--- src/rtl/fsync_ctl_pkg.sv ---
`timescale 1ns/1ps
package fsync_ctl_pkg;
  localparam int CFG_W       = 32;
  localparam int BIT_DBG_EN  = 31;
  localparam int BIT_DBG_SEL = 30;
  localparam int BIT_BUF_RW  = 29;
  localparam int BIT_DIAG    = 28;
  localparam int BIT_CRC     = 27;
  localparam int BIT_SIG_RUN = 26;
  localparam int BIT_SIG_RD  = 25;

  typedef struct packed {
    logic loadShadow;     // capture bus word for readback / pending
    logic loadImmediate;  // apply immediate field group now
    logic latchDeferred;  // frame boundary: move pending into active
  } cfgStrobe_t;
endpackage

--- src/rtl/fsync_ctl_ctrl.sv ---
`timescale 1ns/1ps
module fsync_ctl_ctrl
  import fsync_ctl_pkg::*;
(
  input  logic       clk,
  input  logic       rstN,
  input  logic       busWrEn,
  input  logic       frameStart,
  input  logic       diagActive,
  output cfgStrobe_t strobe,
  output logic       ptrClear
);
  logic diagPrev;

  always_comb begin
    strobe.loadShadow    = busWrEn;
    strobe.loadImmediate = busWrEn;
    strobe.latchDeferred = frameStart;
  end

  always_ff @(posedge clk) begin
    if (!rstN) diagPrev <= 1'b0;
    else       diagPrev <= diagActive;
  end

  assign ptrClear = diagActive & ~diagPrev;

  assert_ptr_single_R6: assert property (@(posedge clk) disable iff (!rstN)
    ptrClear |=> !ptrClear);
  assert_ptr_needs_rise_R6: assert property (@(posedge clk) disable iff (!rstN)
    (diagActive && $stable(diagActive)) |-> !ptrClear);
endmodule

--- src/rtl/fsync_ctl_data.sv ---
`timescale 1ns/1ps
module fsync_ctl_data
  import fsync_ctl_pkg::*;
#(
  parameter int               W        = CFG_W,
  parameter logic [W-1:0]     IMM_MASK = 32'hFE00_0000
) (
  input  logic         clk,
  input  logic         rstN,
  input  cfgStrobe_t   strobe,
  input  logic [W-1:0] wrData,
  output logic [W-1:0] shadowWord,
  output logic [W-1:0] activeWord,
  output logic         dbgEnable,
  output logic         dbgSelMem,
  output logic         diagMode,
  output logic         diagRdAddrEn,
  output logic         diagWrAddrEn,
  output logic         crcModeSel,
  output logic         sigFreeRun,
  output logic         sigRdEn
);
  localparam logic [W-1:0] DEF_MASK = ~IMM_MASK;

  logic [W-1:0] shadowQ, activeQ, nextActive;

  always_comb begin
    nextActive = activeQ;
    if (strobe.latchDeferred)
      nextActive = (nextActive & IMM_MASK) | (shadowQ & DEF_MASK);
    if (strobe.loadImmediate)
      nextActive = (nextActive & DEF_MASK) | (wrData & IMM_MASK);
  end

  always_ff @(posedge clk) begin
    if (!rstN) begin
      shadowQ <= '0;
      activeQ <= '0;
    end else begin
      if (strobe.loadShadow) shadowQ <= wrData;
      activeQ <= nextActive;
    end
  end

  assign shadowWord   = shadowQ;
  assign activeWord   = activeQ;
  assign dbgEnable    = activeQ[BIT_DBG_EN];
  assign dbgSelMem    = activeQ[BIT_DBG_SEL];
  assign diagMode     = activeQ[BIT_DIAG];
  assign diagRdAddrEn = activeQ[BIT_DIAG] &  activeQ[BIT_BUF_RW];
  assign diagWrAddrEn = activeQ[BIT_DIAG] & ~activeQ[BIT_BUF_RW];
  assign crcModeSel   = activeQ[BIT_CRC];
  assign sigFreeRun   = activeQ[BIT_SIG_RUN];
  assign sigRdEn      = activeQ[BIT_SIG_RD];

  assert_deferred_hold_R2: assert property (@(posedge clk) disable iff (!rstN)
    !strobe.latchDeferred |=> ((activeQ & DEF_MASK) == ($past(activeQ) & DEF_MASK)));
  assert_deferred_latch_R8: assert property (@(posedge clk) disable iff (!rstN)
    strobe.latchDeferred |=> ((activeQ & DEF_MASK) == ($past(shadowQ) & DEF_MASK)));
  assert_imm_apply_R3: assert property (@(posedge clk) disable iff (!rstN)
    strobe.loadImmediate |=> ((activeQ & IMM_MASK) == ($past(wrData) & IMM_MASK)));
  assert_readback_R7: assert property (@(posedge clk) disable iff (!rstN)
    strobe.loadShadow |=> (shadowQ == $past(wrData)));
  assert_addr_en_R5: assert property (@(posedge clk) disable iff (!rstN)
    $onehot0({diagRdAddrEn, diagWrAddrEn}) && (diagMode || !(diagRdAddrEn || diagWrAddrEn)));
endmodule

--- src/rtl/fsync_ctl_reg.sv ---
`timescale 1ns/1ps
module fsync_ctl_reg
  import fsync_ctl_pkg::*;
#(
  parameter int                 W        = CFG_W,
  parameter logic [CFG_W-1:0]   IMM_MASK = 32'hFE00_0000
) (
  input  logic         clk,
  input  logic         rstN,
  input  logic         busWrEn,
  input  logic [W-1:0] busWrData,
  output logic [W-1:0] busRdData,
  input  logic         frameStart,
  output logic [W-1:0] activeCfg,
  output logic         dbgEnable,
  output logic         dbgSelMem,
  output logic         diagMode,
  output logic         diagRdAddrEn,
  output logic         diagWrAddrEn,
  output logic         crcModeSel,
  output logic         sigFreeRun,
  output logic         sigRdEn,
  output logic         ptrClear
);
  cfgStrobe_t strobe;

  fsync_ctl_ctrl u_ctrl (
    .clk(clk), .rstN(rstN), .busWrEn(busWrEn), .frameStart(frameStart),
    .diagActive(diagMode), .strobe(strobe), .ptrClear(ptrClear)
  );

  fsync_ctl_data #(.W(W), .IMM_MASK(IMM_MASK)) u_data (
    .clk(clk), .rstN(rstN), .strobe(strobe), .wrData(busWrData),
    .shadowWord(busRdData), .activeWord(activeCfg),
    .dbgEnable(dbgEnable), .dbgSelMem(dbgSelMem), .diagMode(diagMode),
    .diagRdAddrEn(diagRdAddrEn), .diagWrAddrEn(diagWrAddrEn),
    .crcModeSel(crcModeSel), .sigFreeRun(sigFreeRun), .sigRdEn(sigRdEn)
  );
endmodule

--- config.mk ---
export PLATFORM = sky130hd
export DESIGN_NAME = fsync_ctl_reg
export DESIGN_NICKNAME = d
export VERILOG_FILES = /design/src/rtl/fsync_ctl_pkg.sv /design/src/rtl/fsync_ctl_ctrl.sv /design/src/rtl/fsync_ctl_data.sv /design/src/rtl/fsync_ctl_reg.sv
export SDC_FILE = /design/constraint.sdc
export NUM_CORES = 1
export LEC_CHECK = 0
export BUFFER_PORTS_ARGS = -buffer_cell sky130_fd_sc_hd__buf_4
export CAP_MARGIN = 20
export CORE_UTILIZATION = 47
export DETAILED_ROUTE_END_ITERATION = 6
export GPL_TIMING_DRIVEN = 0
export PLACE_DENSITY = 0.79
export SYNTH_ARGS = -nofsm -noshare
export SYNTH_HDL_FRONTEND = slang
export SYNTH_SLANG_ARGS = --single-unit
--- constraint.sdc ---
create_clock -name clk -period 0.8 [get_ports clk]
set_input_delay 0.04 -clock clk [delete_from_list [all_inputs] [get_ports clk]]
set_output_delay 0.04 -clock clk [all_outputs]
set_load 0.03 [all_outputs]
* After elaboration in Yosys (flattened, before gate mapping) *
Cells that the tools add are included.
W data, S select, Z words.

word-level totals
  bits in registers = 65
  memories kept = 0
  RAM bits = 0
  memory bits (read-only) = 0
  input port bits = 36
  logic and storage cells = 14
  latch bits = 0

cells by class
  mux-type cells = 2
  shift-type cells = 0
  $mul = 0
  div/mod/pow operators = 0
  bitwise gates (word level) = 7
  add/sub/neg operators = 0
  equality and inequality tests = 0
  $lt $le $gt $ge = 0
  reduce and logical (&&, ||, !) cells = 1

operator list
  cell                count
  $mux W32            2
  $or A25 B32 Y32     1
  $or A32 B25 Y32     1
  $and A1 B1 Y1       3
  $not A1 Y1          2
  $reduce_bool A2 Y1  1

* Logic depth before layout (Yosys ltp) *
Gate-level depths: netlist of run 1.

  depth in word-level cells = 4
  gate-level depth with buffers = 4
  mapped depth without buffers = 2

* Modules after synthesis *
A second synthesis of run 1 with hierarchy kept.

second synthesis, totals
  cells, all modules = 221
  area total of the unflattened synthesis = 2,585.0 um^2

by module, submodules not included
  module          seq. area each (um^2)  area an instance (um^2)  cells an instance  instances
  fsync_ctl_data  1,281.2                2,522.4                  215                1
  fsync_ctl_ctrl  20.0                   62.6                     6                  1

* Least setup slack after synthesis of run 1 *
No wires, ideal clock.

  path kind = reg-to-output
  start = reg u_data.activeQ[28], in the netlist u_data.activeWord[28]
  end = out diagWrAddrEn
  arrival = 1.062 ns
  setup slack = -0.302 ns
  stages on the path, launching flop included = 2
  buffers on the path = 0
  path through = dfxtp_1 > nor2b_1

on the way
  longest elaborated chain between the ends = 1

RTL lines
  item                      RTL line              text
  start: declaration        fsync_ctl_data.sv:25  logic [W-1:0] shadowQ, activeQ, nextActive;
  start signal: assignment  fsync_ctl_data.sv:41  activeQ <= nextActive;
  $and A1 B1 Y1             fsync_ctl_data.sv:51  assign diagWrAddrEn = activeQ[BIT_DIAG] & ~activeQ[BIT_BUF_RW];
  end: declaration          fsync_ctl_reg.sv:19   output logic diagWrAddrEn,

Every way passes these cells.

* Worst setup path after layout of run 1 *
  start = reg u_data.activeQ[29], in the netlist u_data.activeWord[29]
  end = out diagRdAddrEn

on the way
  longest elaborated chain between the ends = 1

RTL lines
  item              RTL line              text
  $and A1 B1 Y1     fsync_ctl_data.sv:50  assign diagRdAddrEn = activeQ[BIT_DIAG] & activeQ[BIT_BUF_RW];
  end: declaration  fsync_ctl_reg.sv:18   output logic diagRdAddrEn,

Every way passes these cells.

==> results of run 1 <==
==> worst min-delay path by stage <==
| stage | from | to | slack, ns | cells after the start |
|---|---|---|---|---|
| 6_report | rstN | u_data.activeWord[25] | 0.05 | 2 |
| 5_1_grt | busWrData[18] | u_data.shadowWord[18] | 0.05 | 3 |
| 4_1_cts | busWrData[18] | u_data.shadowWord[18] | 0.01 | 3 |
| 3_5_place_dp | busWrData[4] | u_data.shadowWord[4] | 0.31 | 3 |
| 3_3_place_gp | busWrData[1] | u_data.shadowWord[1] | 0.29 | 3 |
| 2_1_floorplan | busWrData[28] | u_data.activeWord[28] | 0.20 | 2 |
==> kinds of logic (layout without fill, tap and decap cells) <==
family	Yosys count	count (layout)	synth area share [%]
AO/OA/AOI/OAI	14	14	4.12
AND/OR/NAND/NOR	75	75	17.7
multiplexers	50	50	19.6
buffers and inverters	21	203	7.46
flip-flops	65	65	51.1
==> metal layers <==
layer	routed length [microns]	share of wire (%)
met3	403	5.1
met1	2910	37
met2	4390	56
met5	0	0
met4	185	2.3
==> repair_timing <==
| action | 4_1_cts | 5_1_grt |
|---|---|---|
| setup endpoints to repair | 73 | 91 |
| hold buffers | 31 | 0 |
| setup buffers | 26 | 5 |
| gates resized for setup | 143 | 26 |
| gates cloned | 0 | 0 |
| hold endpoints to repair | 38 | 0 |
==> state kept, by name, indices dropped and copies added (netlist names) <==
| signal | flops |
|---|---|
| u_ctrl.diagPrev | 1 |
| u_data.shadowWord | 32 |
| u_data.activeWord | 32 |
==> layout by cell type (no fill, tap or decap), types with 2 or more instances in the layout <==
cell type / count
mux2i_2: 8
nor2b_4: 2
buf_4: 48
nand2_1: 7
a21boi_1: 14
mux2i_1: 42
nand2b_1: 14
clkbuf_1: 5
buf_2: 3
dlygate4sd3_1: 31
nor2b_1: 50
dfxtp_4: 4
dfxtp_2: 60
buf_6: 98
buf_8: 2
buf_12: 2
clkbuf_8: 10
clkinv_2: 4
==> area by class of cell <==
cell class	instances	area, sq um	share of cell area (%)
Buffer	21	209	4.52
Clock buffer	11	141	3.06
Clock inverter	4	20.0	0.433
Multi-Input combinational cell	139	1100	23.9
Sequential cell	65	1390	30.1
Tap cell	70	87.6	1.90
Timing Repair Buffer	167	1670	36.1
==> per-stage QoR <==
stage	area [sq um]	cells	hold WS, ns	setup WS [ns]	power [mW]
global placement	3440	400	0.294	-0.0440	4.84
detailed placement	3440	400	0.307	-0.0502	4.87
floorplan	2570	225	0.196	0.0222	4.37
finish	4620	477	0.0450	-0.234	7.71
global route	4620	477	0.0463	-0.283	8.00
CTS	4490	472	0.0127	-0.243	7.59
==> report_power, final <==
group          internal (mW)  switching, mW  total (mW)
logic                  0.959          0.810        1.77
registers               3.42          0.143        3.56
clock network           1.17           1.21        2.38
==> worst reg2reg max path, delay by kind of cell, from the launching register on <==
kind	cells	cell delay [ns]
buffers and inverters	1	0.12
and+or+nand+nor	1	0.08
DFF	1	0.33
muxes	1	0.21
==> results.yml, run 1 <==
synth:
  postSynthAreaPerCell_sq_um: 11.3
  synth_edf_count: 0
  yosys_warnings: 0
  async_flop_share_pct: 0
  syn_inst: 225
  ys_seq_area_share_pct: 51.1
  syn_nets: 261
  synth.area.top_cells: "dfxtp_1, mux2i_1, nor2b_1"
  synth.most_common_cell: "dfxtp_1"
  netlist_top_cells_count: "dfxtp_1, nor2b_1, mux2i_1"
  syn-cell-area_sq_um: 2550
  yosys.area.top_type: "dfxtp_1"
  ys_seq_elements: 65
  synth_top_cell_area_share_pct: 51.1
  ys.flop_type: "dfxtp_1"
  synth.distinct_cells: 13
worst_setup_path:
  slowest_stage: "dfxtp_4"
  reg2reg_slack_ns: -0.06
  r2r_end: "u_data.shadowWord[18]"
  critical_path.max_fanout: 4
  max_stage_delay_ns: 0.37
  required_ns: 0.76
  reg2reg_depth: 3
  cp_cell_sequence: "and2_4, buf_6"
  rr_startpoint: "u_data.shadowWord[18]"
  cp-end-kind: "output port"
  path_delay_family: "flip-flops"
  start_kind: "flop"
  cp.arrival_ns: 0.99
  worstSetupStartpoint: "u_data.activeWord[29]"
  path_depth: 2
  criticalPathCategory: "flop to output port"
  crit_buf_inv: 1
  cp-endpoint: "diagRdAddrEn"
global_route:
  grt.busiest_layer: "met2"
  met3_usage_pct: 6.75
  grt_max_degree: 11
  antenna_found_initial: 0
  grt_pass1_vias: 2269
  use_met1_pct: 28.7
  met2_usage_pct: 47.1
  grt_pass1_wl_microns: 10800
  track_usage_pct: 26.2
  overflow: 0
sta:
  slew_headroom_pct: 72.5
  hold_viol: 0
  fin_crit_ns: 1.03
  fmax_mhz: 967
  tns_ns: -5.17
  fin_crit_sh_pct: 129
  setup_viol: 79
  worst_pin_slew_ns: 0.413
  rsz0062_at_grt: "yes"
  clock_skew_ns: 0.00382
  slew_viol_final: 0
  fin_ws_ns: -0.234
drt:
  num_vias: 2311
  drc: 0
  firstDrtPassIters: 4
  avgViaCountPerCell: 4.84
  drt_iter0_markers: 57
  wl_per_cell_microns: 16.5
  wirelength_microns: 7890
  antenna_left: 0
floorplanning:
  die_area_sq_um: 5720
  io_pins: 109
  initial_utilization_pct: 49.3
  fp.dieH_microns: 75.6
  dieWidth_microns: 75.6
  rows: 26
  core_sq_um: 5170
job:
  max_cap_viol_count: 0
final_layout:
  fin_util_pct: 89.3
  diodes: 0
  drive_above_1_share_pct: 59.5
  finish.net_count: 439
  area_growth_pct: 81.2
  n_fill_cell: 219
clock_tree:
  cts-root-buf: "clkbuf_8"
  numClockSinks: 65
  insertion_delay_ns: 0.34
  cts_max_level: 3
  clk_pin_slew_ns: 0.07
  clockBufferDepth: 2
  tritoncts: "built"
  cts_made_buffers: 9
worst_hold_path:
  hp-class: "input pin to flop"
placement:
  gp_congestion: 0.736
  portBuffers: 105
  dpl.hpwl_microns: 3950
power_and_ir_drop:
  ir_worst_vdd_mv: 1.10
  leakagePower_nw: 2.10
  p_per_area_nw_per_um2: 1670
run_status:
  failed_checks: "setup timing"
  status: "finished, violations left"
Note: power is estimated with default switching activity, not from simulation.
==> inputs of run 2 (changes only) <==
--- a/config.mk
+++ b/config.mk
@@ -13,4 +13,5 @@
 export PLACE_DENSITY = 0.79
 export SYNTH_ARGS = -nofsm -noshare
 export SYNTH_HDL_FRONTEND = slang
+export SYNTH_HIERARCHICAL = 1
 export SYNTH_SLANG_ARGS = --single-unit
==> run 2 against run 1 <==
- the run still ends with setup timing left
- maximum frequency down 2.8%
- die area grew 1.4%
- power up 15%
- wire length grew 31%
- via count grew 6.8%
- sequential share of layout area shrank 1.3 points
- critical endpoint is now ptrClear
- largest power group unchanged
==> results.yml, run 2 <==
drt:
  wl_per_cell_microns: 21.5
  routed-wl-met3_microns: 454
  drt_iter0_markers: 86
  wirelength_microns: 10300
  drc: 0
  topRoutingLayerUsed: "met4"
  antenna_left: 0
  num_vias: 2467
  firstDrtPassIters: 4
  wl_met2_microns: 5790
  wl_met1_microns: 3520
  avgViaCountPerCell: 5.13
sta:
  tns_ns: -7.08
  clock_skew_ns: 0.00325
  fmax_mhz: 940
  hold_viol: 0
  fin_crit_ns: 1.06
  worst_pin_slew_ns: 0.494
  fin_ws_ns: -0.264
  fin_crit_sh_pct: 133
  rsz0062_at_grt: "yes"
  slew_viol_final: 0
  slew_headroom_pct: 67.1
  setup_viol: 92
  whs_ns: 0.127
global_route:
  grt_pass1_wl_microns: 12500
  track_usage_pct: 28.5
  antenna_found_initial: 1
  grt_max_degree: 11
  grt_pass1_vias: 2503
  overflow: 0
power_and_ir_drop:
  ir_worst_vdd_mv: 1.48
  power_mw: 8.87
  leakagePower_nw: 2.22
  p_per_area_nw_per_um2: 1840
synth:
  synth_top_cell_area_share_pct: 50.3
  yosys.area.top_type: "dfxtp_1"
  ys_seq_elements: 65
  postSynthAreaPerCell_sq_um: 11.7
  netlist_top_cells_count: "dfxtp_1, nor2b_1, mux2i_1"
  syn_inst: 221
  yosys_warnings: 6
  ys_seq_area_share_pct: 50.3
  async_flop_share_pct: 0
  synth.distinct_cells: 11
  ys.flop_type: "dfxtp_1"
  synth.area.top_cells: "dfxtp_1, mux2i_1, nor2b_1"
  syn_nets: 257
  syn-cell-area_sq_um: 2580
  synth_edf_count: 0
clock_tree:
  cts_max_level: 3
  tritoncts: "built"
  cts_made_buffers: 9
  insertion_delay_ns: 0.35
  numClockSinks: 65
  clockBufferDepth: 2
  cts-root-buf: "clkbuf_8"
  clk_pin_slew_ns: 0.08
worst_setup_path:
  criticalPathCategory: "flop to output port"
  r2r_end: "u_data/shadowWord[20]"
  reg2reg_depth: 3
  max_stage_delay_ns: 0.38
  cp.arrival_ns: 1.02
  reg2reg_slack_ns: -0.10
  required_ns: 0.76
  rr_startpoint: "u_data/shadowWord[20]"
  start_kind: "flop"
  cp-end-kind: "output port"
  critical_path.max_fanout: 7
  slowest_stage: "dfxtp_4"
  cp_cell_sequence: "nor2b_4, buf_6"
floorplanning:
  die_area_sq_um: 5800
  dieWidth_microns: 76.2
  fp.dieH_microns: 76.2
  core_sq_um: 5200
  initial_utilization_pct: 49.7
  rows: 26
  io_pins: 109
final_layout:
  final_cell_mix: "buf_6, nor2b_1, dfxtp_2"
  area_growth_pct: 86.9
  finish.net_count: 442
  n_fill_cell: 169
  layout_commonest_cell: "buf_6"
  drive_above_1_share_pct: 61.0
  fin_util_pct: 92.8
  final_area_sq_um: 4830
job:
  max_cap_viol_count: 0
run_status:
  status: "finished, violations left"
  failed_checks: "setup timing"
worst_hold_path:
  hp-class: "input pin to flop"
  hold_path_depth: 3
  hp-start: "rstN"
  min_to: "u_data/activeWord[24]"
placement:
  gp_congestion: 0.737
  dpl-instance-area_sq_um: 3480
  dpl.hpwl_microns: 4110
  portBuffers: 106
run 2: layout make-up:
class / count / area [sq um] / area share, %
Clock buffer: 13 / 169 / 3.50
Antenna cell: 1 / 2.50 / 0.0518
Buffer: 24 / 229 / 4.74
Timing Repair Buffer: 174 / 1750 / 36.1
Multi-Input combinational cell: 132 / 1150 / 23.7
Sequential cell: 65 / 1390 / 28.8
Clock inverter: 2 / 60.1 / 1.24
Tap cell: 70 / 87.6 / 1.81
run 2: worst max-delay path, delay by kind of cell, from the launching register on:
kind | cells | cell delay (ns)
DFF | 1 | 0.38
buffers and inverters | 1 | 0.13
and+or+nand+nor | 1 | 0.16
run 2: routing by layer:
| layer | vias to the layer above | track usage [%] |
|---|---|---|
| li1 | 1086 | - |
| met1 | 1211 | 28.1 |
| met2 | 120 | 54.0 |
| met3 | 50 | 5.87 |
| met4 | 0 | 17.7 |
| met5 | - | 0 |
run 2: kinds of logic (layout without fill, tap and decap cells):
logic type | Yosys count | in the layout | share of synthesized area [%]
multiplexers | 64 | 64 | 24.8
other | 0 | 1 | 0
flip-flops | 65 | 65 | 50.3
buffers and inverters | 24 | 213 | 8.13
AND/OR/NAND/NOR | 68 | 68 | 16.7
run 2: where the power goes:
part	internal, mW	switching, mW
clock network	2.00	1.32
logic	1.04	0.934
registers	3.42	0.161
run 2: metrics by stage:
step | setup WS, ns | instances
2_1_floorplan | 0.0222 | 221
5_1_grt | -0.293 | 481
4_1_cts | -0.240 | 472
3_3_place_gp | -0.0569 | 397
6_report | -0.264 | 481
3_5_place_dp | -0.0898 | 397
run 2: worst max path at each step:
stage / startpoint / endpoint / slack (ns) / cells after the start
after floorplan: u_data/shadowWord[0] / u_data/activeWord[0] / 0.02 / 2
after global placement: rstN / u_data/activeWord[4] / -0.06 / 4
after detailed placement: rstN / u_data/shadowWord[6] / -0.09 / 4
after CTS: u_data/activeWord[28] / diagWrAddrEn / -0.24 / 2
after global routing: u_data/activeWord[28] / ptrClear / -0.29 / 2
final: u_data/activeWord[28] / ptrClear / -0.26 / 2
run 2: repair_timing:
| action | in CTS | in global routing |
|---|---|---|
| endpoints found under the setup margin | 73 | 96 |
| hold endpoints to repair | 36 | 0 |
| gates resized for setup | 144 | 36 |
| hold buffers | 33 | 0 |
| setup buffers | 27 | 8 |
